### src/rtl/ppm_trim_pkg.sv
// Package: shared types for the ppm trim divider.
// Assumes: a 3-bit trim code, sign in the top bit, weighted magnitude below.
package ppm_trim_pkg;

    localparam int CODE_W = 3;

    // Decoded trim code: direction plus magnitude in ppm steps (0..3).
    typedef struct packed {
        logic       slow;   // 1 = fewer counts per second
        logic [1:0] steps;  // magnitude in units of the ppm step
    } trim_t;

endpackage

### src/rtl/ppm_trim_decode.sv
// Module: ppm_trim_decode
// Splits the raw trim code into a direction and a magnitude in ppm steps.
// Assumes: bit 2 is the sign, bit 1 counts two steps, bit 0 counts one step,
// so the two low bits read as an unsigned step count.
module ppm_trim_decode
    import ppm_trim_pkg::*;
(
    input  logic [CODE_W-1:0] code_i,
    output trim_t             trim_o
);

    // Map the code bits onto the decoded fields.
    always_comb begin
        trim_o.slow  = code_i[2];
        trim_o.steps = {code_i[1], code_i[0]};
    end

endmodule

### src/rtl/ppm_frac_accum.sv
// Module: ppm_frac_accum
// Fractional accumulator that decides how many counts the next second gains
// or loses. At each boundary it adds steps*STEP_PPM*NOM_COUNT and removes
// whole FRAC_MOD units; that number of units is the correction for the next second.
// Assumes: boundary_i is high for one cycle per second; a zero step count
// at a boundary clears the accumulator.
module ppm_frac_accum #(
    parameter int NOM_COUNT = 32768,
    parameter int FRAC_MOD  = 1000000,
    parameter int STEP_PPM  = 20
) (
    input  logic             clk,
    input  logic             rst_n,
    input  logic             boundary_i,
    input  logic [1:0]       steps_i,
    output logic [ppm_frac_accum_w(NOM_COUNT, FRAC_MOD, STEP_PPM, 0)-1:0] acc_o,
    output logic [ppm_frac_accum_w(NOM_COUNT, FRAC_MOD, STEP_PPM, 1)-1:0] wraps_o
);

    // Width helper: sel 0 gives accumulator width, sel 1 gives wrap-count width.
    function automatic int ppm_frac_accum_w(int nom, int md, int step, int sel);
        int max_add;
        int max_wrap;
        max_add  = 3 * step * nom;
        max_wrap = (md - 1 + max_add) / md;
        if (sel == 0) return $clog2(md + max_add);
        return $clog2(max_wrap + 1);
    endfunction

    localparam int MAX_ADD  = 3 * STEP_PPM * NOM_COUNT;
    localparam int MAX_WRAP = (FRAC_MOD - 1 + MAX_ADD) / FRAC_MOD;
    localparam int SUM_W    = $clog2(FRAC_MOD + MAX_ADD);
    localparam int WRAP_W   = $clog2(MAX_WRAP + 1);
    localparam logic [SUM_W-1:0] MOD_V  = SUM_W'(FRAC_MOD);
    localparam logic [SUM_W-1:0] UNIT_V = SUM_W'(STEP_PPM * NOM_COUNT);

    logic [SUM_W-1:0]  acc_q;
    logic [SUM_W-1:0]  acc_d;
    logic [WRAP_W-1:0] wraps_d;

    // Add this boundary's increment and peel off whole modulus units.
    always_comb begin
        logic [SUM_W-1:0] rem;
        rem     = acc_q + (SUM_W'(steps_i) * UNIT_V);
        wraps_d = '0;
        for (int i = 0; i < MAX_WRAP; i++) begin
            if (rem >= MOD_V) begin
                rem     = rem - MOD_V;
                wraps_d = wraps_d + WRAP_W'(1);
            end
        end
        acc_d = (steps_i == 2'd0) ? '0 : rem;
    end

    // Hold the fractional remainder between second boundaries.
    always_ff @(posedge clk) begin
        if (!rst_n) begin
            acc_q <= '0;
        end else if (boundary_i) begin
            acc_q <= acc_d;
        end
    end

    assign acc_o   = acc_q;
    assign wraps_o = wraps_d;

endmodule

### src/rtl/ppm_second_counter.sv
// Module: ppm_second_counter
// Counts accepted clock enables up to the current second length, raises a
// registered one-cycle strobe when a second completes, and loads the length
// of the following second at that moment.
// Assumes: len_next_i is valid whenever an enable may complete a second, and
// every length is at least 2.
module ppm_second_counter #(
    parameter int NOM_COUNT = 32768,
    parameter int LEN_W     = 16
) (
    input  logic             clk,
    input  logic             rst_n,
    input  logic             tick_en,
    input  logic [LEN_W-1:0] len_next_i,
    output logic             boundary_o,
    output logic [LEN_W-1:0] cnt_o,
    output logic [LEN_W-1:0] len_o,
    output logic             pulse_o
);

    logic [LEN_W-1:0] cnt_q;
    logic [LEN_W-1:0] len_q;
    logic             last;

    // Detect the enable that completes the current second.
    always_comb begin
        last       = (cnt_q == len_q - LEN_W'(1));
        boundary_o = tick_en && last;
    end

    // Advance the count on each enable and wrap at the second boundary.
    always_ff @(posedge clk) begin
        if (!rst_n) begin
            cnt_q <= '0;
        end else if (tick_en) begin
            cnt_q <= last ? '0 : cnt_q + LEN_W'(1);
        end
    end

    // Load the next second's length only at a boundary.
    always_ff @(posedge clk) begin
        if (!rst_n) begin
            len_q <= LEN_W'(NOM_COUNT);
        end else if (boundary_o) begin
            len_q <= len_next_i;
        end
    end

    // Register the seconds strobe for one clock cycle.
    always_ff @(posedge clk) begin
        if (!rst_n) begin
            pulse_o <= 1'b0;
        end else begin
            pulse_o <= boundary_o;
        end
    end

    assign cnt_o = cnt_q;
    assign len_o = len_q;

endmodule

### src/rtl/ppm_trim_divider.sv
// Module: ppm_trim_divider (top)
// Divides an oscillator-rate enable to a one-pulse-per-second strobe. A
// sign-plus-magnitude ppm code trims the average count per second through a
// fractional accumulator; single seconds gain or lose whole counts.
// Assumes: NOM_COUNT exceeds the largest per-second correction by at least 2.
module ppm_trim_divider
    import ppm_trim_pkg::*;
#(
    parameter int NOM_COUNT = 32768,
    parameter int FRAC_MOD  = 1000000,
    parameter int STEP_PPM  = 20
) (
    input  logic              clk,
    input  logic              rst_n,
    input  logic              tick_en,
    input  logic [CODE_W-1:0] trim_code,
    output logic              sec_pulse
);

    localparam int MAX_ADD  = 3 * STEP_PPM * NOM_COUNT;
    localparam int MAX_WRAP = (FRAC_MOD - 1 + MAX_ADD) / FRAC_MOD;
    localparam int SUM_W    = $clog2(FRAC_MOD + MAX_ADD);
    localparam int WRAP_W   = $clog2(MAX_WRAP + 1);
    localparam int LEN_W    = $clog2(NOM_COUNT + MAX_WRAP + 1);
    localparam logic [LEN_W-1:0] NOM_V = LEN_W'(NOM_COUNT);

    trim_t             trim;
    logic              boundary;
    logic [SUM_W-1:0]  acc_val;
    logic [WRAP_W-1:0] wraps;
    logic [LEN_W-1:0]  len_next;
    logic [LEN_W-1:0]  cnt_val;
    logic [LEN_W-1:0]  len_val;

    ppm_trim_decode u_dec (
        .code_i (trim_code),
        .trim_o (trim)
    );

    ppm_frac_accum #(
        .NOM_COUNT (NOM_COUNT),
        .FRAC_MOD  (FRAC_MOD),
        .STEP_PPM  (STEP_PPM)
    ) u_acc (
        .clk        (clk),
        .rst_n      (rst_n),
        .boundary_i (boundary),
        .steps_i    (trim.steps),
        .acc_o      (acc_val),
        .wraps_o    (wraps)
    );

    // Turn the wrap count and direction into the next second's length.
    always_comb begin
        if (trim.slow) begin
            len_next = NOM_V - LEN_W'(wraps);
        end else begin
            len_next = NOM_V + LEN_W'(wraps);
        end
    end

    ppm_second_counter #(
        .NOM_COUNT (NOM_COUNT),
        .LEN_W     (LEN_W)
    ) u_cnt (
        .clk        (clk),
        .rst_n      (rst_n),
        .tick_en    (tick_en),
        .len_next_i (len_next),
        .boundary_o (boundary),
        .cnt_o      (cnt_val),
        .len_o      (len_val),
        .pulse_o    (sec_pulse)
    );

endmodule

### config.mk
export PLATFORM = sky130hd
export DESIGN_NAME = ppm_trim_divider
export DESIGN_NICKNAME = d
export VERILOG_FILES = /design/src/rtl/ppm_trim_pkg.sv /design/src/rtl/ppm_trim_decode.sv /design/src/rtl/ppm_frac_accum.sv /design/src/rtl/ppm_second_counter.sv /design/src/rtl/ppm_trim_divider.sv
export SDC_FILE = /design/constraint.sdc
export NUM_CORES = 1
export LEC_CHECK = 0
export BUFFER_PORTS_ARGS = -buffer_cell sky130_fd_sc_hd__buf_2
export CAP_MARGIN = 20
export CORE_MARGIN = 1
export CORE_UTILIZATION = 55
export DETAILED_ROUTE_END_ITERATION = 6
export GPL_TIMING_DRIVEN = 0
export PLACE_DENSITY_LB_ADDON = 0.2
export RECOVER_POWER = 25
export SETUP_SLACK_MARGIN = 0.1
export SLEW_MARGIN = 25
export SYNTH_ARGS = -nofsm -noshare
export SYNTH_HDL_FRONTEND = slang
export SYNTH_HIERARCHICAL = 1
export SYNTH_SLANG_ARGS = --single-unit
### constraint.sdc
create_clock -name clk -period 7.1 [get_ports clk]
set_input_delay 0 -clock clk [delete_from_list [all_inputs] [get_ports clk]]
set_output_delay 0 -clock clk [all_outputs]
set_load 0.01 [all_outputs]
=== Word level (Yosys, flattened, before mapping) ===
Index checks and enable logic that the tools add are counted.

* Word-level logic and storage cells: 25
* Output and inout bits: 1
* Bits of input ports: 6
* Register bits: 55

* Reduce and logical (&&, ||, !) cells: 2
* $mul: 1
* Eq/ne operators: 1
* Magnitude comparators: 2
* Add/sub/neg operators: 8
* Multiplexer cells: 7

{| class="wikitable"
|+ Operators by type and width
! cell !! count
|-
| $mux W22 || 3
|-
| $ge A22 B20 Y1 const B || 2
|-
| $sub A22 B20 Y22 const B || 2
|-
| $mux W16 || 2
|-
| $add A22 B22 Y22 || 1
|-
| $add A16 B1 Y16 const B || 1
|-
| $add A16 B2 Y16 const A || 1
|-
| $eq A16 B16 Y1 || 1
|-
| $sub A16 B1 Y16 const B || 1
|-
| $sub A16 B2 Y16 const A || 1
|-
| $mul A2 B3 Y5 const B || 1
|-
| $add A1 B1 Y2 const B || 1
|-
| $logic_not A2 Y1 || 1
|-
| $mux W2 || 1
|-
| $logic_and A1 B1 Y1 || 1
|-
| $mux W1 || 1
|}

=== Longest topological paths before layout ===
* Depth after elaboration: 8
* Gate-level depth with buffers: 24
* Gate-level depth less buffers: 21

=== By module ===
The synthesis kept the hierarchy.

{| class="wikitable"
|+ By module, submodules not included
! module !! instances !! seq. area each (um^2) !! area each (um^2) !! cells an instance
|-
| ppm_second_counter || 1 || 660.6 || 2035.7 || 238
|-
| ppm_frac_accum || 1 || 320.3 || 1975.6 || 265
|-
| ppm_trim_divider || 1 || 0.0 || 47.5 || 6
|-
| ppm_trim_decode || 1 || 0.0 || 22.5 || 3
|}

=== Worst setup path after synthesis ===
No wires, ideal clock.

* Path type: register to register
* From: register u_acc.acc_q[17], in the netlist u_acc/acc_o[17]
* To: register u_cnt.len_q[10], in the netlist u_cnt/len_o[10]
* Buffers on the path: 2
* Setup time: 0.072 ns
* Clock period less this slack: 4.863 ns
* Required time: 7.028 ns
* Setup slack: 2.237 ns
* Arrival time: 4.792 ns
* Stages on the path, launching flop included: 24
* Path through: dfxtp_1 > ha_1 > fa_1 > a211oi_1 > nor3b_2 > o22ai_2 > nor2_1 > inv_1 > buf_1 > nand2_1 > o21ai_0 > ha_1 > a32oi_1 > o31a_1 > a21oi_2 > and2_4 > buf_6 > inv_1 > ha_1 > inv_1 > ha_1 > nor2b_1 > nand2_1 > mux2i_1

* Word-level cells in the longest chain between the ends: 7
* Elaborated cells on any way between the ends: 11
* Classes of those cells: 5 x add/sub; 2 x order compare; 4 x mux

{| class="wikitable"
|+ RTL lines
! item !! RTL line !! source
|-
| start: declaration || ppm_frac_accum.sv:37 || <nowiki>logic [SUM_W-1:0] acc_q;</nowiki>
|-
| start signal: assignment || ppm_frac_accum.sv:58 || <nowiki>acc_q <= '0;</nowiki>
|-
| start signal: assignment || ppm_frac_accum.sv:60 || <nowiki>acc_q <= acc_d;</nowiki>
|-
| $add A22 B22 Y22 (*) || ppm_frac_accum.sv:44 || <nowiki>rem = acc_q + (SUM_W'(steps_i) * UNIT_V);</nowiki>
|-
| $sub A22 B20 Y22 or $ge A22 B20 Y1 (tied branches) || ppm_frac_accum.sv:48, ppm_frac_accum.sv:47 ||
|-
| $mux W22 or $mux W1 (tied branches) || ppm_frac_accum.sv:47 || <nowiki>if (rem >= MOD_V) begin</nowiki>
|-
| $ge A22 B20 Y1 or $add A1 B1 Y2 (tied branches) || ppm_frac_accum.sv:47, ppm_frac_accum.sv:49 ||
|-
| $mux W2 (*) || ppm_frac_accum.sv:47 ||
|-
| $add A16 B2 Y16 or $sub A16 B2 Y16 (tied branches) || ppm_trim_divider.sv:58, ppm_trim_divider.sv:56 ||
|-
| $mux W16 (*) || ppm_trim_divider.sv:55 || <nowiki>if (trim.slow) begin</nowiki>
|-
| named net len_next[10] || ppm_trim_divider.sv:31 || <nowiki>logic [LEN_W-1:0] len_next;</nowiki>
|-
| end signal: assignment || ppm_second_counter.sv:43 || <nowiki>len_q <= LEN_W'(NOM_COUNT);</nowiki>
|-
| end signal: assignment || ppm_second_counter.sv:45 || <nowiki>len_q <= len_next_i;</nowiki>
|-
| end: declaration || ppm_second_counter.sv:22 || <nowiki>logic [LEN_W-1:0] len_q;</nowiki>
|}

Mark *: on every way through the listed nets, which the timed path passes. The rest lies on a longest branch.
A chain may end at the register's enable or synchronous reset.

=== Worst setup path after layout ===
* From: register u_acc.acc_q[17], in the netlist u_acc/acc_o[17]
* To: register u_cnt.len_q[7], in the netlist u_cnt/len_o[7]

* Word-level cells in the longest chain between the ends: 7
* Elaborated cells on any way between the ends: 11
* Classes of those cells: 5 x add/sub; 2 x order compare; 4 x mux

{| class="wikitable"
|+ RTL lines
! item !! RTL line
|-
| $add A22 B22 Y22 (*) || ppm_frac_accum.sv:44
|-
| $sub A22 B20 Y22 or $ge A22 B20 Y1 (tied branches) || ppm_frac_accum.sv:48, ppm_frac_accum.sv:47
|-
| $mux W22 or $mux W1 (tied branches) || ppm_frac_accum.sv:47
|-
| $ge A22 B20 Y1 or $add A1 B1 Y2 (tied branches) || ppm_frac_accum.sv:47, ppm_frac_accum.sv:49
|-
| $mux W2 (*) || ppm_frac_accum.sv:47
|-
| $add A16 B2 Y16 or $sub A16 B2 Y16 (tied branches) || ppm_trim_divider.sv:58, ppm_trim_divider.sv:56
|-
| $mux W16 (*) || ppm_trim_divider.sv:55
|}

Every way passes the cells marked *; elsewhere a longest branch is shown, timed or not.

==> summary.md <==
| Metric | Value |
|---|---|
| Status | `completed` |
| Area after DPL | `4160 um2` |
| Proportion of layout cells with a drive suffix above 1 | `8.35%` |
| Post-CTS sizing | `0` |
| Final worst slack | `between 1 and 1.5 ns` |
| DR vias | `3,744` |
| CTS tree | `yes` |
| Final nets | `between 500 and 600` |
| Ant diodes | `0` |
| Final setup violation count | `0` |
| CP arrival | `6.24 ns` |
| Final Instance Area | `4230 um2` |
| CTS max path bufs | `2` |
| Synth warn | `6` |
| Worst Max-Slew Pin Slew | `0.818 ns` |
| Max Fclk | `roughly 170 MHz` |
| Vias per cell | `6.13` |
| Routed Antenna Nets | `0` |
| Synth Cell Area | `4030 um2` |
| Synthesized instance count | `505` |
| P_leak | `1.59 nW` |
| IO Pins | `7` |
| Die Span X | `a little under 90 um` |
| RSZ-0062 raised after global routing | `false` |
| Post-CTS setup buffers | `0` |
| H-tree levels | `2` |
| Mapped Avg Cell Area | `7.99 um2` |
| Final setup TNS | `0 ns` |
| Clock Latency Late Sink | `0.30 ns` |
| Power Density | `117 nW/um2` |
| Global-route wire length before repair | `about 16,000 um` |
| Maximum vdd ir drop | `between 70 and 80 uV` |
| CTS sink cnt | `49` |
| Final Critical Period | `6.01 ns` |
| Row count | `30` |
| Clock slew at reported path FFs | `0.09 ns` |
| GR Overflow Total | `0` |
| Drt pass-1 iters | `4` |
| CTS Hold Buffers Added | `0` |
| DRC viols | `0` |
| Synth Net Count | `524` |
| Startpoint Class | `register` |
| Chip Height | `87.6 um` |
| Worst Path Max Fanout | `13` |
| Number of global-route vias before repair | `3,393` |
| Req. time, crit path | `7.33 ns` |
| Relative slew slack | `between 40% and 50%` |
| Area grow syn2layout | `5.00%` |
| I/O Buffers | `2` |
| Gr usage total | `26.8%` |
| Worst reg2reg path startpoint | `u_acc/acc_o[17]` |
| Maxcap violations | `0` |
| CTS buffer count | `5` |
| Initial antenna violation count | `0` |
| Pre-CTS setup slack | `1.15 ns` |
| Crit. Startpoint | `u_acc/acc_o[17]` |
| Period utilization | `84.6%` |
| DR iter-0 viols | `187` |
| Total power | `0.000496 W` |
| Final hold slack | `between 0.003 and 0.004 ns` |
| Final wirelength | `between 9000 and 10,000 um` |
| GPL Wtd Cong | `roughly 0.93` |
| Min-delay src | `tick_en` |
| CTS root buf | `clkbuf_8` |
| Largest net degree at the start of global routing | `16` |
| Clock Skew | `~0.009 ns` |
| Endpoint class of the critical path | `register` |
| Slew Limit Fails | `0` |
| Final-report hold violation count | `0` |
| CP Class | `reg2reg` |
| Fillers | `647` |
| Core area | `approximately 7000 um2` |
| Drt wl/cell | `16.1 um` |
| Hold crit path type | `in2reg` |
| Hpwl dp | `7350 um` |
| Die area | `~7700 um2` |
| Initial core utilization | `58.1%` |
## registers in the layout, indices dropped and copies added, names as in the netlist
signal / count
u_cnt/len_o: 16
u_cnt/cnt_o: 16
u_cnt/pulse_o: 1
u_acc/acc_o: 16
## critical path: stages, from the launching register on
cell and delay [ns]:
dfxtp_1 0.33, ha_1 0.21, fa_1 0.44, a211oi_1 0.40, nor3b_2 0.14, o22ai_2 0.38
nor2_1 0.10, inv_1 0.24, buf_1 0.42, nand2_1 0.10, o21ai_0 0.17, ha_1 0.29
a32oi_1 0.17, o31a_1 0.31, a21oi_2 0.26, and2_4 0.19, buf_6 0.13, inv_1 0.14
ha_1 0.34, inv_1 0.05, ha_1 0.19, nor2b_1 0.63, nand2_1 0.12, mux2i_1 0.17
## per-layer routing
layer  up-vias  GRT usage, %  part of all wire, %  routed length (um)
met5         -             0                    0                   0
met4         0          12.1                  3.5                 347
met3        31          4.34                  4.6                 450
met2       110          48.8                   49                4810
met1      1735          30.8                   43                4230
li1       1868             -                    -                   -
## path summary, 6_finish.rpt
check | endpoint | slack (ns) | cells after the start
max | u_cnt/len_o[7] | 1.09 | 23
min | u_cnt/cnt_o[1] | 0.003 | 2
max reg2reg | u_cnt/len_o[7] | 1.09 | 23
min reg2reg | u_acc/acc_o[19] | 0.47 | 2
## placed cells by master (no fill, tap or decap), types with 11 or more instances in the layout
cell type and instances:
nand4_1 11, nor2_1 19, nand3_1 20, xnor2_1 35, mux2i_1 16, nand2_1 62
inv_1 21, dfxtp_1 49, ha_1 12, and3_1 20, a21oi_1 20, clkbuf_1 23
xor2_1 15, o21ai_0 18
## power breakdown
group          switching, W  internal, W  total (W)
clock network     0.0000981    0.0000697   0.000168
registers        0.00000145     0.000276   0.000278
logic             0.0000326    0.0000185  0.0000511
## cell type report
cell class	instances	area [um2]	area share [%]
inverters	22	87.6	2.07
well taps	96	120	2.84
plain buffers	33	174	4.11
repair buffers	2	8.76	0.207
flip-flops and latches	49	981	23.2
clock inverters	2	15.0	0.355
multi-input cells	401	2780	65.5
clock buffers	6	72.6	1.71
## stage by stage
| step | instances | utilization (%) |
|---|---|---|
| 2_1_floorplan | 505 | - |
| 3_5_place_dp | 603 | 59.9 |
| 5_1_grt | 611 | 61.0 |
| 6_report | 611 | 61.0 |
| 4_1_cts | 611 | 61.2 |
| 3_3_place_gp | 603 | 59.9 |
No activity file was read; power rests on OpenSTA's default activity.
